[config.mk]
export PLATFORM = sky130hd
export DESIGN_NAME = xmem_bus_ctrl
export DESIGN_NICKNAME = d
export VERILOG_FILES = /design/src/rtl/xmem_pkg.sv /design/src/rtl/xmem_req_gate.sv /design/src/rtl/xmem_seq.sv /design/src/rtl/xmem_pin_drv.sv /design/src/rtl/xmem_bus_ctrl.sv
export SDC_FILE = /design/constraint.sdc
export NUM_CORES = 1
export LEC_CHECK = 0
export ABC_AREA = 1
export BUFFER_PORTS_ARGS = -buffer_cell sky130_fd_sc_hd__buf_2
export CAP_MARGIN = 25
export CORE_MARGIN = 8
export CORE_UTILIZATION = 41
export DETAILED_ROUTE_END_ITERATION = 10
export GPL_TIMING_DRIVEN = 0
export PLACE_DENSITY = 0.8
export REMOVE_ABC_BUFFERS = 1
export SETUP_SLACK_MARGIN = 0.4
export SYNTH_ARGS = -nofsm -noshare
export SYNTH_HDL_FRONTEND = slang
export SYNTH_SLANG_ARGS = --single-unit
[constraint.sdc]
create_clock -name clk -period 1.2 [get_ports clk]
set_input_delay 0.24 -clock clk [delete_from_list [all_inputs] [get_ports clk]]
set_output_delay 0.24 -clock clk [all_outputs]
set_load 0.05 [all_outputs]
[src/rtl/xmem_pkg.sv]
package xmem_pkg;
    localparam int XM_ADDR_W = 20;
    localparam int XM_DATA_W = 8;
    localparam int XM_WS_W   = 3;

    typedef enum logic [1:0] {
        ST_IDLE   = 2'd0,
        ST_SETUP  = 2'd1,
        ST_STROBE = 2'd2,
        ST_HOLD   = 2'd3
    } xmem_st_e;
endpackage

[src/rtl/xmem_req_gate.sv]
module xmem_req_gate (
    input  logic req_i,
    input  logic int_acc_i,
    input  logic space_i,
    input  logic wr_i,
    input  logic idle_i,
    output logic accept_o,
    output logic reject_o
);
    logic live;
    logic code_wr;

    always_comb begin
        live     = req_i && !int_acc_i && idle_i;
        code_wr  = space_i && wr_i;
        accept_o = live && !code_wr;
        reject_o = live && code_wr;
    end
endmodule

[src/rtl/xmem_seq.sv]
module xmem_seq
    import xmem_pkg::*;
#(
    parameter int WS_W = XM_WS_W
) (
    input  logic            clk,
    input  logic            rst_n,
    input  logic            accept_i,
    input  logic            reject_i,
    input  logic            space_i,
    input  logic            wr_i,
    input  logic [WS_W-1:0] wait_i,
    output xmem_st_e        st_o,
    output logic            code_o,
    output logic            wr_o,
    output logic            capture_o,
    output logic            done_o,
    output logic            err_o
);
    typedef struct packed {
        xmem_st_e        st;
        logic [WS_W-1:0] cnt;
        logic            code;
        logic            wr;
        logic            done;
        logic            err;
    } seq_t;

    localparam seq_t SEQ_RST = '{st: ST_IDLE, cnt: '0, code: 1'b0,
                                 wr: 1'b0, done: 1'b0, err: 1'b0};

    seq_t seq_d, seq_q;

    always_comb begin
        seq_d      = seq_q;
        seq_d.done = 1'b0;
        seq_d.err  = reject_i;
        case (seq_q.st)
            ST_IDLE: begin
                if (accept_i) begin
                    seq_d.st   = ST_SETUP;
                    seq_d.code = space_i;
                    seq_d.wr   = wr_i;
                    seq_d.cnt  = wait_i;
                end
            end
            ST_SETUP: seq_d.st = ST_STROBE;
            ST_STROBE: begin
                if (seq_q.cnt == '0) begin
                    if (seq_q.wr) begin
                        seq_d.st = ST_HOLD;
                    end else begin
                        seq_d.st   = ST_IDLE;
                        seq_d.done = 1'b1;
                    end
                end else begin
                    seq_d.cnt = seq_q.cnt - 1'b1;
                end
            end
            ST_HOLD: begin
                seq_d.st   = ST_IDLE;
                seq_d.done = 1'b1;
            end
            default: seq_d.st = ST_IDLE;
        endcase
    end

    always_ff @(posedge clk) begin
        if (!rst_n) seq_q <= SEQ_RST;
        else        seq_q <= seq_d;
    end

    always_comb begin
        st_o      = seq_q.st;
        code_o    = seq_q.code;
        wr_o      = seq_q.wr;
        done_o    = seq_q.done;
        err_o     = seq_q.err;
        capture_o = (seq_q.st == ST_STROBE) && (seq_q.cnt == '0) && !seq_q.wr;
    end
endmodule

[src/rtl/xmem_pin_drv.sv]
module xmem_pin_drv
    import xmem_pkg::*;
#(
    parameter int ADDR_W = XM_ADDR_W,
    parameter int DATA_W = XM_DATA_W
) (
    input  logic              clk,
    input  logic              rst_n,
    input  logic              load_i,
    input  logic              capture_i,
    input  logic [ADDR_W-1:0] addr_i,
    input  logic [DATA_W-1:0] wdata_i,
    input  logic [DATA_W-1:0] ext_din_i,
    input  xmem_st_e          st_i,
    input  logic              code_i,
    input  logic              wr_i,
    output logic [ADDR_W-1:0] ext_addr_o,
    output logic [DATA_W-1:0] ext_dout_o,
    output logic              ext_doe_o,
    output logic [DATA_W-1:0] rdata_o,
    output logic              rd_data_n_o,
    output logic              rd_code_n_o,
    output logic              wr_n_o
);
    typedef struct packed {
        logic [ADDR_W-1:0] addr;
        logic [DATA_W-1:0] wdata;
        logic [DATA_W-1:0] rdata;
    } pins_t;

    pins_t pins_d, pins_q;
    logic  in_strobe;

    always_comb begin
        pins_d = pins_q;
        if (load_i) begin
            pins_d.addr  = addr_i;
            pins_d.wdata = wdata_i;
        end
        if (capture_i) pins_d.rdata = ext_din_i;
    end

    always_ff @(posedge clk) begin
        if (!rst_n) pins_q <= '0;
        else        pins_q <= pins_d;
    end

    always_comb begin
        in_strobe   = (st_i == ST_STROBE);
        rd_data_n_o = !(in_strobe && !wr_i && !code_i);
        rd_code_n_o = !(in_strobe && !wr_i && code_i);
        wr_n_o      = !(in_strobe && wr_i);
        ext_doe_o   = wr_i && (in_strobe || (st_i == ST_HOLD));
        ext_addr_o  = pins_q.addr;
        ext_dout_o  = pins_q.wdata;
        rdata_o     = pins_q.rdata;
    end
endmodule

[src/rtl/xmem_bus_ctrl.sv]
module xmem_bus_ctrl
    import xmem_pkg::*;
#(
    parameter int ADDR_W = XM_ADDR_W,
    parameter int DATA_W = XM_DATA_W,
    parameter int WS_W   = XM_WS_W
) (
    input  logic              clk,
    input  logic              rst_n,
    input  logic              req_i,
    input  logic              int_acc_i,
    input  logic              space_i,
    input  logic              wr_i,
    input  logic [ADDR_W-1:0] addr_i,
    input  logic [DATA_W-1:0] wdata_i,
    input  logic [WS_W-1:0]   wait_i,
    output logic [DATA_W-1:0] rdata_o,
    output logic              done_o,
    output logic              err_o,
    output logic [ADDR_W-1:0] ext_addr_o,
    output logic [DATA_W-1:0] ext_dout_o,
    output logic              ext_doe_o,
    input  logic [DATA_W-1:0] ext_din_i,
    output logic              rd_data_n_o,
    output logic              rd_code_n_o,
    output logic              wr_n_o
);
    xmem_st_e st;
    logic     idle;
    logic     accept;
    logic     reject;
    logic     cur_code;
    logic     cur_wr;
    logic     capture;

    assign idle = (st == ST_IDLE);

    xmem_req_gate u_gate (
        .req_i     (req_i),
        .int_acc_i (int_acc_i),
        .space_i   (space_i),
        .wr_i      (wr_i),
        .idle_i    (idle),
        .accept_o  (accept),
        .reject_o  (reject)
    );

    xmem_seq #(.WS_W(WS_W)) u_seq (
        .clk       (clk),
        .rst_n     (rst_n),
        .accept_i  (accept),
        .reject_i  (reject),
        .space_i   (space_i),
        .wr_i      (wr_i),
        .wait_i    (wait_i),
        .st_o      (st),
        .code_o    (cur_code),
        .wr_o      (cur_wr),
        .capture_o (capture),
        .done_o    (done_o),
        .err_o     (err_o)
    );

    xmem_pin_drv #(.ADDR_W(ADDR_W), .DATA_W(DATA_W)) u_pins (
        .clk         (clk),
        .rst_n       (rst_n),
        .load_i      (accept),
        .capture_i   (capture),
        .addr_i      (addr_i),
        .wdata_i     (wdata_i),
        .ext_din_i   (ext_din_i),
        .st_i        (st),
        .code_i      (cur_code),
        .wr_i        (cur_wr),
        .ext_addr_o  (ext_addr_o),
        .ext_dout_o  (ext_dout_o),
        .ext_doe_o   (ext_doe_o),
        .rdata_o     (rdata_o),
        .rd_data_n_o (rd_data_n_o),
        .rd_code_n_o (rd_code_n_o),
        .wr_n_o      (wr_n_o)
    );
endmodule

==> flow_metrics.env <==
export IMPL_core_region_area_sq_mm=0.00438
export IMPL_clock_fmax_mhz=730
export IMPL_p_sw_share_pct=32.1
export IMPL_p_clk_share_pct=27.4
export IMPL_initial_core_util_pct=42.6
export IMPL_internal_power_mw=2.44
export IMPL_layout_common_cells="44 x buf_2, 40 x buf_8, 34 x dfxtp_2, 32 x nand4_1, 28 x nor2_1"
export IMPL_final_antenna_net_count=0
export IMPL_viasPerCell=5.42
export IMPL_synth_cells=238
export IMPL_final_layout_size_suffix_gt1_share_pct=65.4
export IMPL_final_common_cell="buf_2"
export IMPL_antenna_found_initial=0
export IMPL_fin_util_pct=79.5
export IMPL_antennaDiodeCount=0
export IMPL_avgSynthCellArea_sq_um=7.84
export IMPL_drc=0
export IMPL_grt_pass1_wl_microns=11100
export IMPL_synth_seq_cells=45
export IMPL_hold_path_class="in2reg"
export IMPL_wl_per_cell_microns=18.9
export IMPL_die_area_sq_mm=0.00697
export IMPL_arrival_ps=1130
export IMPL_crit_path_start="u_seq.st_o[1]"
export IMPL_track_usage_pct=19.1
export IMPL_p_comb_share_pct=27.4
export IMPL_crit_cells=4
export IMPL_cts_root_buf="clkbuf_8"
export IMPL_clock_tree_buffer_depth=2
export IMPL_layout_setup_ws_ps=-169
export IMPL_area_delta_synth_final_pct=86.8
export IMPL_insertion_delay_ps=300
export IMPL_htreeDepth=2
export IMPL_finalCriticalPeriod_ps=1370
export IMPL_finalWirelength_microns=7740
export IMPL_die_w_microns=83.5
export IMPL_cts_tree="yes"
export IMPL_path_cells="nand2_1, nor2_2, inv_2, buf_6"
export IMPL_final_setup_viol_count=46
export IMPL_maxSlewViolCount=0
export IMPL_fin_crit_sh_pct=114
export IMPL_holdCritStartpoint="ext_din_i[5]"
export IMPL_dr_wl_met3_microns=703
export IMPL_portBuffers=86
export IMPL_firstDrtPassIters=4
export IMPL_fin_skew_ps=5.32
export IMPL_cp_slowest_cell="dfxtp_4"
export IMPL_cts_hold_buf=0
export IMPL_crit_buf_inv=2
export IMPL_rsz0062_at_grt="true"
export IMPL_ys_seq_area_share_pct=48.3
export IMPL_hold_viol_final=0
export IMPL_critPathTopFamily="flip-flops"
export IMPL_grt_overflow=0
export IMPL_outcome="finished with violations"
export IMPL_cp_required_ps=960
export IMPL_p_leak_nw=1.48
export IMPL_ios=87
export IMPL_path_clk_slew_ps=90
export IMPL_slew_headroom_pct=59.7
export IMPL_grt_max_degree=21
export IMPL_min_path_cells=3
export IMPL_seqPwrFrac_pct=45.1
export IMPL_path_class="reg2out"
export IMPL_grt_pass1_vias=2197
export IMPL_ir_drop_uv=677
export IMPL_clock_sinks=45
export IMPL_violations="negative setup slack"
export IMPL_yosysWarnings=0
export IMPL_worst_path_max_fanout=6
export IMPL_critPathLaunchType="register"
export IMPL_tns_ps=-3550
export IMPL_fp_dieH_microns=83.5
export IMPL_cts_buffers=5
export IMPL_wl_met1_microns=2970
export IMPL_globalplace_congestion=0.727
export IMPL_via_count=2222
export IMPL_p_total_mw=3.60
export IMPL_syn_cell_area_sq_mm=0.00187
export IMPL_tightest_slew_ps=603
export IMPL_highest_layer="met4"
export IMPL_wl_met2_microns=3850
export IMPL_cap_violations=0
export IMPL_power_density_mw_per_mm2=1030
export IMPL_worstReg2RegStart="u_seq.st_o[1]"
export IMPL_num_rows=24
export IMPL_layout_nets=404
export IMPL_drt_iter0_drc=142
export IMPL_slowest_delay_ps=400
export IMPL_p_switching_mw=1.15
export IMPL_end_kind="output pin"
export IMPL_ys_types=20
export IMPL_dp_hpwl_microns=3480
export IMPL_r2r_cells=6
## layer usage
metal	GRT usage (%)	up-vias
met2	32.2	110
met5	0	-
met4	6.91	0
met1	20.8	1035
li1	-	1057
met3	8.20	20
## stage by stage
| step | hold slack (ps) | instances | instance area (sq um) | setup WS, ps |
|---|---|---|---|---|
| CTS | 185 | 393 | 3170 | -157 |
| finish | 189 | 410 | 3490 | -169 |
| detailed placement | 450 | 361 | 2290 | -845 |
| global route | 199 | 410 | 3490 | -234 |
| global placement | 444 | 360 | 2260 | -1180 |
| floorplan | 360 | 222 | 1770 | -444 |
## state kept, by name (all words and copies together) (netlist names)
signal,count
u_pins.ext_addr_o,20
u_pins.ext_dout_o,8
u_pins.rdata_o,8
u_seq.code_o,1
u_seq.done_o,1
u_seq.err_o,1
u_seq.seq_q,3
u_seq.st_o,2
u_seq.wr_o,1
## repair_timing
action | CTS | global route
gates cloned | 7 | 2
pin swaps | 17 | 22
buffers inserted | 17 | 15
gates resized for setup | 201 | 55
setup endpoints to repair | 87 | 87
## final cells by class
type	instances	area [sq um]
Tap cell	52	65.1
Clock inverter	2	13.8
Clock buffer	6	82.6
Fill cell	260	897
Multi-Input combinational cell	172	1090
Timing Repair Buffer	120	1200
Timing Repair inverter	1	7.51
Inverter	12	63.8
Sequential cell	45	970
## path summary, 6_finish.rpt
| kind | end | slack [ps] |
|---|---|---|
| worst min register to register | u_pins.ext_addr_o[12] | 480 |
| worst max register to register | u_pins.ext_addr_o[5] | -150 |
| worst min-delay path | u_pins.rdata_o[5] | 190 |
| worst max-delay path | wr_n_o | -170 |
## power groups by stage
stage | combinational, mW | sequential (mW) | clock (mW)
after detailed placement | 0.604 | 1.63 | 0
final | 0.986 | 1.62 | 0.986
after CTS | 0.855 | 1.62 | 1.01
after floorplan | 0.222 | 1.81 | 0
after global routing | 1.04 | 1.63 | 1.06
after global placement | 0.587 | 1.62 | 0
## cell usage after synthesis
cell	n	share of area, %
or2_2	1	0.34
ha_1	2	1.3
nand3_1	4	1.1
nor2_4	2	1.2
dfxtp_1	45	48
nand2_4	1	0.60
nand2_1	48	9.7
buf_6	3	1.8
nand4_1	32	11
o21ai_0	8	2.1
clkbuf_1	4	0.80
a21oi_2	1	0.47
buf_4	3	1.2
nor2_1	32	6.4
nand3_4	1	0.94
inv_2	2	0.40
a21oi_1	31	8.3
inv_1	10	2.0
buf_2	6	1.6
nand2_2	2	0.67
## kinds of logic after synthesis
logic type / count (synthesis) / synth area share, %
compound gates: 40 / 10.9
buf+inv: 28 / 7.84
flops: 45 / 48.3
fa+ha+maj: 2 / 1.34
simple gates: 123 / 31.6
## tightest hold or removal path, delay by kind of cell
| kind | cells | cell delay (ps) |
|---|---|---|
| and+or+nand+nor | 1 | 70 |
| AOI/OAI and AO/OA | 1 | 60 |
| buffers and inverters | 1 | 80 |
Note: power is estimated with default switching activity, not from simulation.
